## src/rtl/refdac_pkg.sv

```systemverilog
`timescale 1ns/1ps
package refdac_pkg;
  typedef enum logic [1:0] {
    M_DIRECT = 2'd0,
    M_BUFFER = 2'd1,
    M_HYST   = 2'd2,
    M_RAMP   = 2'd3
  } mode_e;

  localparam int          DATA_W       = 16;
  localparam int          ADDR_W       = 3;
  localparam int          SEL_W        = 4;
  localparam int          CTL_CONT_BIT = 2;
  localparam int          CTL_SSEL_LSB = 4;
  localparam int          CTL_USEL_LSB = 8;

  localparam logic [ADDR_W-1:0] A_CTRL   = 3'd0;
  localparam logic [ADDR_W-1:0] A_START  = 3'd1;
  localparam logic [ADDR_W-1:0] A_VALUE  = 3'd2;
  localparam logic [ADDR_W-1:0] A_VALA   = 3'd3;
  localparam logic [ADDR_W-1:0] A_VALB   = 3'd4;
  localparam logic [ADDR_W-1:0] A_STEP   = 3'd5;
  localparam logic [ADDR_W-1:0] A_PERIOD = 3'd6;
endpackage

```

## src/rtl/refdac_period.sv

```systemverilog
`timescale 1ns/1ps
module refdac_period #(
  parameter int PER_W = 16
) (
  input  logic             clk,
  input  logic             rst_n,
  input  logic             run,
  input  logic [PER_W-1:0] period,
  output logic             tick
);
  logic [PER_W-1:0] cnt_q, cnt_d;

  assign tick = run && (cnt_q == '0);

  always_comb begin
    cnt_d = cnt_q;
    if (!run || tick) cnt_d = period;
    else              cnt_d = cnt_q - 1'b1;
  end

  always_ff @(posedge clk or negedge rst_n) begin
    if (!rst_n) cnt_q <= '0;
    else        cnt_q <= cnt_d;
  end

  // a reload of a nonzero period never produces back-to-back ticks
  p_tick_spacing_r10: assert property (@(posedge clk) disable iff (!rst_n)
    (tick && period != '0) |=> !tick);
endmodule

```

## src/rtl/refdac_trig.sv

```systemverilog
`timescale 1ns/1ps
module refdac_trig
  import refdac_pkg::*;
#(
  parameter int NTRIG = 4
) (
  input  logic             clk,
  input  logic             rst_n,
  input  logic [NTRIG-1:0] trig_in,
  input  logic             cmp_in,
  input  logic             hyst_mode,
  input  logic [SEL_W-1:0] start_sel,
  input  logic [SEL_W-1:0] upd_sel,
  input  logic             period_tick,
  output logic             start_hit,
  output logic             upd_hit
);
  localparam logic [SEL_W-1:0] SEL_PER  = SEL_W'(NTRIG);
  localparam logic [SEL_W-1:0] SEL_CMP  = SEL_W'(NTRIG + 1);
  localparam logic [SEL_W-1:0] SEL_CMPN = SEL_W'(NTRIG + 2);

  logic cmp_q;
  logic inv, cur_lvl, prev_lvl;

  always_ff @(posedge clk or negedge rst_n) begin
    if (!rst_n) cmp_q <= 1'b0;
    else        cmp_q <= cmp_in;
  end

  assign inv      = (upd_sel == SEL_CMPN);
  assign cur_lvl  = cmp_in ^ inv;
  assign prev_lvl = cmp_q ^ inv;

  always_comb begin
    start_hit = 1'b0;
    upd_hit   = 1'b0;
    for (int i = 0; i < NTRIG; i++) begin
      if (start_sel == SEL_W'(i)) start_hit = trig_in[i];
      if (upd_sel   == SEL_W'(i)) upd_hit   = trig_in[i];
    end
    if (upd_sel == SEL_PER) upd_hit = period_tick;
    if ((upd_sel == SEL_CMP) || (upd_sel == SEL_CMPN))
      upd_hit = hyst_mode && cur_lvl && !prev_lvl;
  end

  // comparator-paced updates exist only in hysteretic mode
  p_cmp_only_hyst_r8: assert property (@(posedge clk) disable iff (!rst_n)
    (!hyst_mode && (upd_sel == SEL_CMP || upd_sel == SEL_CMPN)) |-> !upd_hit);
endmodule

```

## src/rtl/refdac_engine.sv

```systemverilog
`timescale 1ns/1ps
module refdac_engine
  import refdac_pkg::*;
#(
  parameter int CODE_W = 10
) (
  input  logic              clk,
  input  logic              rst_n,
  input  mode_e             mode,
  input  logic              cont,
  input  logic [CODE_W-1:0] val_a,
  input  logic [CODE_W-1:0] val_b,
  input  logic [CODE_W-1:0] step,
  input  logic              wr_start,
  input  logic [1:0]        start_d,
  input  logic              wr_value,
  input  logic [CODE_W-1:0] value_d,
  input  logic              start_hit,
  input  logic              upd_hit,
  output logic [CODE_W-1:0] code_q,
  output logic              busy_q,
  output logic              fw_q,
  output logic              hw_q,
  output logic              ev_buf_q,
  output logic              ev_hw_q,
  output logic              ev_done_q
);
  localparam int SW = CODE_W + 2;

  logic [CODE_W-1:0] code_d;
  logic busy_d, fw_d, hw_d, ev_buf_d, ev_hw_d, ev_done_d;
  logic load_a, finish;
  logic signed [SW-1:0] ramp_sum, end_s;
  logic reached;

  assign end_s    = $signed({2'b00, val_b});
  assign ramp_sum = $signed({2'b00, code_q}) + $signed({{2{step[CODE_W-1]}}, step});
  assign reached  = step[CODE_W-1] ? (ramp_sum <= end_s) : (ramp_sum >= end_s);

  always_comb begin
    code_d = code_q;  busy_d = busy_q;  fw_d = fw_q;  hw_d = hw_q;
    ev_buf_d = 1'b0;  ev_hw_d = 1'b0;   ev_done_d = 1'b0;
    load_a = 1'b0;    finish = 1'b0;
    if (wr_value) begin
      code_d = value_d;
      busy_d = 1'b0; fw_d = 1'b0; hw_d = 1'b0;
    end else if (wr_start) begin
      fw_d   = start_d[0];
      hw_d   = start_d[1];
      busy_d = busy_q && ((fw_q && start_d[0]) || (hw_q && start_d[1]));
      if (start_d[0] && !busy_q) begin
        busy_d = 1'b1;
        load_a = 1'b1;
      end
    end else if (busy_q && upd_hit) begin
      unique case (mode)
        M_DIRECT: finish = 1'b1;
        M_BUFFER: begin code_d = val_a; ev_buf_d = 1'b1; end
        M_HYST:   code_d = (code_q == val_a) ? val_b : val_a;
        M_RAMP: begin
          if (cont && code_q == val_b) code_d = val_a;
          else if (reached) begin code_d = val_b; finish = 1'b1; end
          else code_d = ramp_sum[CODE_W-1:0];
        end
        default: ;
      endcase
      if (finish) begin
        ev_done_d = 1'b1;
        if (!cont) begin busy_d = 1'b0; fw_d = 1'b0; hw_d = 1'b0; end
      end
    end else if (hw_q && !busy_q && start_hit) begin
      busy_d  = 1'b1;
      ev_hw_d = 1'b1;
      load_a  = 1'b1;
    end
    if (load_a && (mode == M_HYST || mode == M_RAMP)) code_d = val_a;
  end

  always_ff @(posedge clk or negedge rst_n) begin
    if (!rst_n) begin
      code_q <= '0; busy_q <= 1'b0; fw_q <= 1'b0; hw_q <= 1'b0;
      ev_buf_q <= 1'b0; ev_hw_q <= 1'b0; ev_done_q <= 1'b0;
    end else begin
      code_q <= code_d; busy_q <= busy_d; fw_q <= fw_d; hw_q <= hw_d;
      ev_buf_q <= ev_buf_d; ev_hw_q <= ev_hw_d; ev_done_q <= ev_done_d;
    end
  end

  // a hardware start event only marks an idle-to-busy transition
  p_hw_start_idle_r4: assert property (@(posedge clk) disable iff (!rst_n)
    ev_hw_q |-> (busy_q && !$past(busy_q)));
  // completion without continuous mode releases the run
  p_done_release_r9: assert property (@(posedge clk) disable iff (!rst_n)
    (ev_done_q && !cont) |-> (!busy_q && !fw_q && !hw_q));
  // buffer-empty means the staged value reached the output
  p_buf_copy_r7: assert property (@(posedge clk) disable iff (!rst_n)
    ev_buf_q |-> (busy_q && code_q == $past(val_a)));
endmodule

```

## src/rtl/refdac_seq.sv

```systemverilog
`timescale 1ns/1ps
module refdac_seq
  import refdac_pkg::*;
#(
  parameter int CODE_W = 10,
  parameter int NTRIG  = 4,
  parameter int PER_W  = 16
) (
  input  logic              clk,
  input  logic              rst_n,
  input  logic              wr_en,
  input  logic [2:0]        wr_addr,
  input  logic [15:0]       wr_data,
  input  logic [2:0]        rd_addr,
  output logic [15:0]       rd_data,
  input  logic [NTRIG-1:0]  trig_in,
  input  logic              cmp_in,
  output logic [CODE_W-1:0] dac_code,
  output logic              evt_buf_empty,
  output logic              evt_hw_start,
  output logic              evt_slope_done
);
  logic [1:0] rst_sync_q;
  logic       rst_s_n;

  always_ff @(posedge clk or negedge rst_n) begin
    if (!rst_n) rst_sync_q <= '0;
    else        rst_sync_q <= {rst_sync_q[0], 1'b1};
  end
  assign rst_s_n = rst_sync_q[1];

  mode_e             mode_q;
  logic              cont_q;
  logic [SEL_W-1:0]  ssel_q, usel_q;
  logic [CODE_W-1:0] vala_q, valb_q, step_q;
  logic [PER_W-1:0]  per_q;
  logic              busy, fw, hw, tick, start_hit, upd_hit;
  logic              we_ctrl, we_vala, we_valb, we_step, we_per, we_start, we_value;

  assign we_ctrl  = wr_en && wr_addr == A_CTRL && !busy;
  assign we_start = wr_en && wr_addr == A_START;
  assign we_value = wr_en && wr_addr == A_VALUE;
  assign we_vala  = wr_en && wr_addr == A_VALA;
  assign we_valb  = wr_en && wr_addr == A_VALB;
  assign we_step  = wr_en && wr_addr == A_STEP;
  assign we_per   = wr_en && wr_addr == A_PERIOD;

  always_ff @(posedge clk or negedge rst_s_n) begin
    if (!rst_s_n) begin
      mode_q <= M_DIRECT; cont_q <= 1'b0; ssel_q <= '0; usel_q <= '0;
      vala_q <= '0; valb_q <= '0; step_q <= '0; per_q <= '0;
    end else begin
      if (we_ctrl) begin
        mode_q <= mode_e'(wr_data[1:0]);
        cont_q <= wr_data[CTL_CONT_BIT];
        ssel_q <= wr_data[CTL_SSEL_LSB +: SEL_W];
        usel_q <= wr_data[CTL_USEL_LSB +: SEL_W];
      end
      if (we_vala) vala_q <= wr_data[CODE_W-1:0];
      if (we_valb) valb_q <= wr_data[CODE_W-1:0];
      if (we_step) step_q <= wr_data[CODE_W-1:0];
      if (we_per)  per_q  <= wr_data[PER_W-1:0];
    end
  end

  refdac_period #(.PER_W(PER_W)) u_period (
    .clk(clk), .rst_n(rst_s_n), .run(busy), .period(per_q), .tick(tick)
  );

  refdac_trig #(.NTRIG(NTRIG)) u_trig (
    .clk(clk), .rst_n(rst_s_n), .trig_in(trig_in), .cmp_in(cmp_in),
    .hyst_mode(mode_q == M_HYST), .start_sel(ssel_q), .upd_sel(usel_q),
    .period_tick(tick), .start_hit(start_hit), .upd_hit(upd_hit)
  );

  refdac_engine #(.CODE_W(CODE_W)) u_engine (
    .clk(clk), .rst_n(rst_s_n), .mode(mode_q), .cont(cont_q),
    .val_a(vala_q), .val_b(valb_q), .step(step_q),
    .wr_start(we_start), .start_d(wr_data[1:0]),
    .wr_value(we_value), .value_d(wr_data[CODE_W-1:0]),
    .start_hit(start_hit), .upd_hit(upd_hit),
    .code_q(dac_code), .busy_q(busy), .fw_q(fw), .hw_q(hw),
    .ev_buf_q(evt_buf_empty), .ev_hw_q(evt_hw_start), .ev_done_q(evt_slope_done)
  );

  always_comb begin
    unique case (rd_addr)
      A_CTRL:   rd_data = DATA_W'({usel_q, ssel_q, 1'b0, cont_q, mode_q});
      A_START:  rd_data = DATA_W'({busy, hw, fw});
      A_VALUE:  rd_data = DATA_W'(dac_code);
      A_VALA:   rd_data = DATA_W'(vala_q);
      A_VALB:   rd_data = DATA_W'(valb_q);
      A_STEP:   rd_data = DATA_W'(step_q);
      A_PERIOD: rd_data = DATA_W'(per_q);
      default:  rd_data = '0;
    endcase
  end

  // a value write lands on the output and cancels the run
  p_value_abort_r2: assert property (@(posedge clk) disable iff (!rst_s_n)
    (wr_en && wr_addr == A_VALUE) |=> (!busy && dac_code == $past(wr_data[CODE_W-1:0])));
  // the mode cannot move while a run continues
  p_mode_frozen_r6: assert property (@(posedge clk) disable iff (!rst_s_n)
    (busy && $past(busy)) |-> ($stable(mode_q) && $stable(cont_q)));
endmodule

```

## config.mk

```make
export PLATFORM = sky130hd
export DESIGN_NAME = refdac_seq
export DESIGN_NICKNAME = d
export VERILOG_FILES = /design/src/rtl/refdac_pkg.sv /design/src/rtl/refdac_period.sv /design/src/rtl/refdac_trig.sv /design/src/rtl/refdac_engine.sv /design/src/rtl/refdac_seq.sv
export SDC_FILE = /design/constraint.sdc
export NUM_CORES = 1
export LEC_CHECK = 0
export BUFFER_PORTS_ARGS = -buffer_cell sky130_fd_sc_hd__buf_2
export CORE_MARGIN = 3
export CORE_UTILIZATION = 35
export CTS_BUF_LIST = sky130_fd_sc_hd__clkbuf_8
export DETAILED_ROUTE_END_ITERATION = 8
export PLACE_DENSITY = 0.62
export SYNTH_ARGS = -nofsm -noshare
export SYNTH_HDL_FRONTEND = slang
export SYNTH_SLANG_ARGS = --single-unit
```

## constraint.sdc

```tcl
create_clock -name clk -period 3.7 [get_ports clk]
set_clock_uncertainty 0.15 [all_clocks]
set_input_delay 0.185 -clock clk [delete_from_list [all_inputs] [get_ports clk]]
set_output_delay 0.185 -clock clk [all_outputs]
set_load 0.1 [all_outputs]
```

==> results of run 1 <==
## sequential cells by signal, summed over array words and instances (netlist names), 4 cells and up
signal and count:
usel_q 4, u_period.cnt_q 16, per_q 16, u_engine.code_q 10
step_q 10, ssel_q 4, valb_q 10, vala_q 10
## kinds of logic (layout without fill, tap and decap cells)
group / Yosys count / count (layout) / synth area share
xor+xnor: 39 / 39 / 0.0583
compound gates: 154 / 154 / 0.172
other cells: 1 / 1 / 0.000640
flops: 92 / 92 / 0.393
fa+ha+maj: 28 / 28 / 0.0611
buf+inv: 53 / 161 / 0.0361
mux: 61 / 61 / 0.132
simple gates: 168 / 168 / 0.148
## how the worst max path moves through the flow
stage,end,slack [ns],cells past startpoint,start
finish,u_engine.busy_q$_DFFE_PN0P_,-0.05,20,step_q[0]$_DFFE_PN0P_
global route,u_engine.busy_q$_DFFE_PN0P_,-0.30,20,step_q[0]$_DFFE_PN0P_
floorplan,u_engine.busy_q$_DFFE_PN0P_,-0.34,20,u_engine.code_q[0]$_DFFE_PN0P_
detailed placement,u_engine.busy_q$_DFFE_PN0P_,-0.17,20,u_engine.code_q[0]$_DFFE_PN0P_
global placement,u_engine.busy_q$_DFFE_PN0P_,-0.07,20,step_q[0]$_DFFE_PN0P_
CTS,u_engine.busy_q$_DFFE_PN0P_,-0.07,20,step_q[0]$_DFFE_PN0P_
## cells in the final DEF (no fill, tap or decap), types with 11 or more instances in the layout
cell type,instances
or3_1,13
nor2_1,40
nand3_1,12
and3_1,12
dfrtp_1,84
nand2_1,39
mux2_2,48
clkbuf_8,12
a21oi_1,40
inv_1,26
buf_2,58
ha_1,25
o21ai_0,25
a31oi_1,12
dlygate4sd3_1,17
buf_4,40
a22oi_1,13
o221ai_1,11
xnor2_1,30
## report_power, final
| group | internal [uW] | switching [uW] |
|---|---|---|
| clock | 372 | 388 |
| combinational | 1670 | 2420 |
| sequential | 1350 | 398 |
| total | 3390 | 3210 |
## cell type report
cell class                 instances  area [sq um]  share of cell area
inverter                          27           101              0.0141
clock inverter                     4          55.1             0.00766
tap                              216           270              0.0376
timing repair buffer             118           798               0.111
multi-input combinational        451          3480               0.484
sequential                        92          2310               0.322
clock buffer                      12           165              0.0230
## metrics by stage
step | total power, uW | hold slack [ns] | setup WS (ns)
global route | 7060 | 0.0171 | -0.297
finish | 6600 | 0.0147 | -0.0493
detailed placement | 5510 | -0.178 | -0.167
floorplan | 4410 | -0.261 | -0.338
CTS | 6450 | 0.00130 | -0.0663
global placement | 5430 | -0.178 | -0.0678
## layer usage
| metal | track usage | vias up | wire (um) |
|---|---|---|---|
| met4 | 0.0582 | 0 | 367 |
| met3 | 0.0293 | 28 | 1030 |
| li1 | - | 2384 | - |
| met2 | 0.324 | 178 | 8450 |
| met1 | 0.278 | 2536 | 8060 |
| met5 | 0 | - | 0 |
## repair_timing
| item | in CTS | in global routing |
|---|---|---|
| setup buffers | 4 | 4 |
| resized for setup | 12 | 8 |
| gates cloned | 0 | 0 |
| endpoints found under the setup margin | 14 | 14 |
| hold endpoints to repair | 30 | 0 |
| pin swaps | 6 | 11 |
| hold buffers | 17 | 0 |
## critical path, cell delays in order, from the launching register on
cell      delay, ns
dfrtp_1        0.40
ha_4           0.15
inv_2          0.03
fa_2           0.36
nor2b_4        0.17
o21bai_4       0.09
a31oi_4        0.15
o21a_1         0.15
nor2_2         0.04
xor2_1         0.17
inv_1          0.06
ha_1           0.29
nand4_1        0.12
nor3_2         0.15
nor2_1         0.06
and3_1         0.19
a22oi_2        0.13
buf_6          0.15
a31oi_4        0.09
o31a_1         0.29
a32o_1         0.23
==> flow_summary.yaml, run 1 <==
detailed_routing:
  drt_wl_total_um: 17900
  ant_nets: 0
  post_drt_wl_per_cell_um: 19.5
  first_iter_violations: 446
  drc_errors: 0
  vias_per_cell: 5.57
  firstDrtPassIters: 4
  num_vias: 5126
pwr:
  irDropWorstVdd_mv: 0.432
  powerDensity_nw_per_um2: 919
  p_leak_uw: 0.00305
floorplanning:
  die_h_um: 135
  num_io_pins: 59
  start_util: 0.364
  die_w_um: 135
  dieArea_sq_um: 18300
  num_rows: 46
  core_sq_um: 16100
clock_tree:
  clk_path_buf_depth: 2
  cts_tree: "yes"
  clock_tree.htree_level_count: 3
  cts_buffers: 9
  cts_root_buf: "clkbuf_8"
  insertion_delay_ns: 0.39
  path_clk_slew_ns: 0.09
  cts.sinks: 92
yosys:
  synth-edff-count: 0
  netlist_area_sq_um: 5860
  synth_ff_type: "dfrtp_1"
  synth_cells: 596
  syn-num-nets: 654
  synth_most_common_cell: "dfrtp_1"
  synth_seq_area_share: 0.393
  netlist.area_leader.share: 0.393
  yosysWarnings: 0
  yosysTopAreaCell: "dfrtp_1"
  netlist_top_cells_area: "dfrtp_1 (39%), mux2_2 (9.2%), ha_1 (5.8%)"
  ys_types: 63
  synth_commonest_cells: "dfrtp_1 (92), mux2_2 (48), a21oi_1 (41), nor2_1 (41), nand2_1 (40)"
  ys_ff_latch: 92
  async_reset_ff_frac: 1.00
  avgSynthCellArea_sq_um: 9.83
sta:
  worst_slew_pin_slew_ns: 1.01
  rsz0062_at_grt: "yes"
  finalSetupViolCount: 5
  maxSlewHeadroom: 0.321
  finalMaxSlewViolations: 0
  hold_violations: 0
  setup_tns_ns: -0.135
  finalCritPeriodShare: 1.01
  setup_ws_ns: -0.0493
  fmax_mhz: 267
  finalWorstPathRequiredPeriod_ns: 3.75
place:
  io_buffer_count: 58
  place_area_sq_um: 6640
  hpwlAfterDp_um: 13100
  place_inst: 879
  gp_congestion: 1.04
job:
  drv_cap: 0
final_layout:
  nFillCells: 1529
  fin_nets: 757
  antenna_cells: 0
  fin_area_sq_um: 7180
  finalNonFillerCells: 920
  syn2layout_area_growth_pct: 22.6
  drive_above_1_share: 0.301
  final_core_util: 0.446
worst_setup_path:
  critPathKind: "flip-flop to flip-flop"
  rrSetupSlack_ns: -0.05
  crit_arrival_ns: 3.86
  critPathMaxFanout: 5
  reg2reg_from: "step_q[0]$_DFFE_PN0P_"
  regToRegEndpoint: "u_engine.busy_q$_DFFE_PN0P_"
  r2r_cells: 20
  crit_required_ns: 3.81
  start_kind: "flip-flop"
  end_kind: "flip-flop"
global_routing:
  grt_pass1_wl_um: 28500
  grt_pass1_vias: 5036
  grtUsageTotal: 0.200
  grt_start_max_net_pins: 67
  grt.overflow.total: 0
  antenna_found_initial: 0
min_path:
  min_path_type: "primary input to flip-flop"
  hold_path_depth: 3
  hold_end: "mode_q[0]$_DFFE_PN0P_"
  hp-start: "wr_data[0]"
run_status:
  violations: "negative setup slack"
  status: "complete, but fails checks"
No activity file was read; power rests on OpenSTA's default activity.
==> run 2, diff against run 1 <==
--- a/config.mk
+++ b/config.mk
@@ -6,6 +6,7 @@
 export NUM_CORES = 1
 export LEC_CHECK = 0
 export BUFFER_PORTS_ARGS = -buffer_cell sky130_fd_sc_hd__buf_2
+export CORE_ASPECT_RATIO = 2
 export CORE_MARGIN = 3
 export CORE_UTILIZATION = 35
 export CTS_BUF_LIST = sky130_fd_sc_hd__clkbuf_8
==> run 2 against run 1 <==
  * The flow still finishes with violations (negative setup slack)
  * Clock power decreased by 2.8%
  * Maximum frequency shrank 0.82%
  * Count of clock-buffer cells in the layout decreased by 3
  * Utilization shrank 0.66 points
  * Critical path depth unchanged
  * Hold slack improved by 0.20 ns
  * Via count fell by 0.18%
  * Largest power group unchanged
==> flow_summary.yaml, run 2 (same netlist as run 1, synthesis figures left out) <==
run_status:
  status: "complete, but fails checks"
  violations: "negative setup slack"
clock_tree:
  clock_tree.htree_level_count: 3
  path_clk_slew_ns: 0.11
  cts_buffers: 9
  insertion_delay_ns: 0.39
  clk_path_buf_depth: 2
  cts_tree: "yes"
  cts.sinks: 92
  cts_root_buf: "clkbuf_8"
final_layout:
  syn2layout_area_growth_pct: 22.6
  nFillCells: 1570
  layout_commonest_cell: "dfrtp_1"
  drive_above_1_share: 0.306
  top_regs: "per_q x16, u_period.cnt_q x16"
  fin_nets: 762
  finalNonFillerCells: 913
  final_cell_mix: "dfrtp_1 (84), buf_2 (58), mux2_2 (48)"
  antenna_cells: 0
  ff_latch_area_sq_um: 2310
  multi_input_area_sq_um: 3470
worst_setup_path:
  cp_slowest_stage_delay_ns: 0.40
  critPathKind: "flip-flop to flip-flop"
  rrSetupSlack_ns: -0.08
  critPathMaxFanout: 4
  crit_required_ns: 3.83
  end_kind: "flip-flop"
  start_kind: "flip-flop"
  crit_arrival_ns: 3.91
  slowest_stage: "dfrtp_1"
  path_cells: "ha_4 -> inv_2 -> fa_2 -> nor2b_4 -> o21bai_4 -> a31oi_4 -> o21a_1 -> nor2_1 -> xor2_1 -> inv_1 -> ha_1 -> nand4_1 -> nor3_2 -> nor2_1 -> and3_1 -> a22oi_2 -> buf_6 -> a31oi_4 -> o31a_1 -> a32o_1"
sta:
  finalCritPeriodShare: 1.02
  maxSlewHeadroom: 0.283
  finalMaxSlewViolations: 0
  hold_violations: 0
  finalSetupViolCount: 5
  rsz0062_at_grt: "yes"
  finalWorstPathRequiredPeriod_ns: 3.78
  setup_ws_ns: -0.0804
  fmax_mhz: 265
  worst_slew_pin_slew_ns: 1.08
detailed_routing:
  num_vias: 5117
  drt_wl_total_um: 19200
  vias_per_cell: 5.60
  first_iter_violations: 249
  ant_nets: 0
  firstDrtPassIters: 7
  post_drt_wl_per_cell_um: 21.0
  drc_errors: 0
global_routing:
  grt.overflow.total: 0
  grt_pass1_vias: 5472
  grtUsageTotal: 0.209
  grt_start_max_net_pins: 77
  grt_pass1_wl_um: 29700
  antenna_found_initial: 0
min_path:
  min_path_type: "primary input to flip-flop"
place:
  place_inst: 872
  hpwlAfterDp_um: 14900
  preCtsSetupSlack_ns: -0.343
  gp_congestion: 0.987
  io_buffer_count: 58
floorplanning:
  dieArea_sq_um: 18400
  num_rows: 66
  start_util: 0.358
  num_io_pins: 59
  die_w_um: 97.5
  core_sq_um: 16400
  die_h_um: 189
pwr:
  p_leak_uw: 0.00306
  powerDensity_nw_per_um2: 929
  irDropWorstVdd_mv: 0.404
job:
  drv_cap: 0
==> run 2: worst paths after layout <==
kind,from,end,cells past startpoint
worst max-delay path,step_q[0]$_DFFE_PN0P_,u_engine.busy_q$_DFFE_PN0P_,20
worst min-delay path,wr_addr[1],valb_q[8]$_DFFE_PN0P_,5
worst max register to register,step_q[0]$_DFFE_PN0P_,u_engine.busy_q$_DFFE_PN0P_,20
worst min register to register,rst_sync_q[0]$_DFF_PN0_,rst_sync_q[1]$_DFF_PN0_,0
max in group asynchronous,rst_sync_q[1]$_DFF_PN0_,u_period.cnt_q[8]$_DFF_PN0_,1
min in group asynchronous,rst_sync_q[1]$_DFF_PN0_,valb_q[0]$_DFFE_PN0P_,0
==> run 2: where the power goes <==
part           switching, uW  internal [uW]
registers                381           1350
logic                   2520           1690
clock network            415            323
total                   3310           3360
==> run 2: per-stage QoR <==
step	instance area, sq um	setup TNS (ns)	utilization	hold WS, ns	total power [uW]
5_1_grt	7180	-3.04	0.439	0.235	7080
2_1_floorplan	5910	-3.02	-	-0.261	4410
6_report	7180	-0.269	0.439	0.218	6670
3_5_place_dp	6660	-3.00	0.407	-0.179	5680
3_3_place_gp	6660	-1.28	0.407	-0.181	5580
4_1_cts	7150	-0.367	0.437	0.210	6600
==> run 2: critical path: cells and delay by family (launching register included) <==
family          cells  cell delay [ns]
compound gates      7             1.15
simple gates        6             0.75
flops               1             0.40
fa+ha+maj           3             0.82
buf+inv             3             0.24
xor+xnor            1             0.17
==> run 2: what timing repair did <==
item | in CTS | in global routing
setup endpoints to repair | 14 | 14
endpoints found under the hold margin | 34 | 0
hold buffers | 19 | 0
setup buffers | 5 | 1
resized for setup | 14 | 4
gates cloned | 0 | 0
pin swaps | 6 | 8
==> run 2: routing by layer <==
layer,share of wire,up-vias,track usage
met3,0.034,68,0.0214
met4,0.065,0,0.143
met1,0.34,2476,0.198
met5,0,-,0
met2,0.56,183,0.407
li1,-,2390,-
==> run 2: layout make-up <==
type / instances / area share
multi-input combinational: 451 / 0.484
sequential: 92 / 0.322
timing repair buffer: 123 / 0.116
tap: 204 / 0.0355
clock buffer: 9 / 0.0172
inverter: 27 / 0.0141
clock inverter: 7 / 0.0115
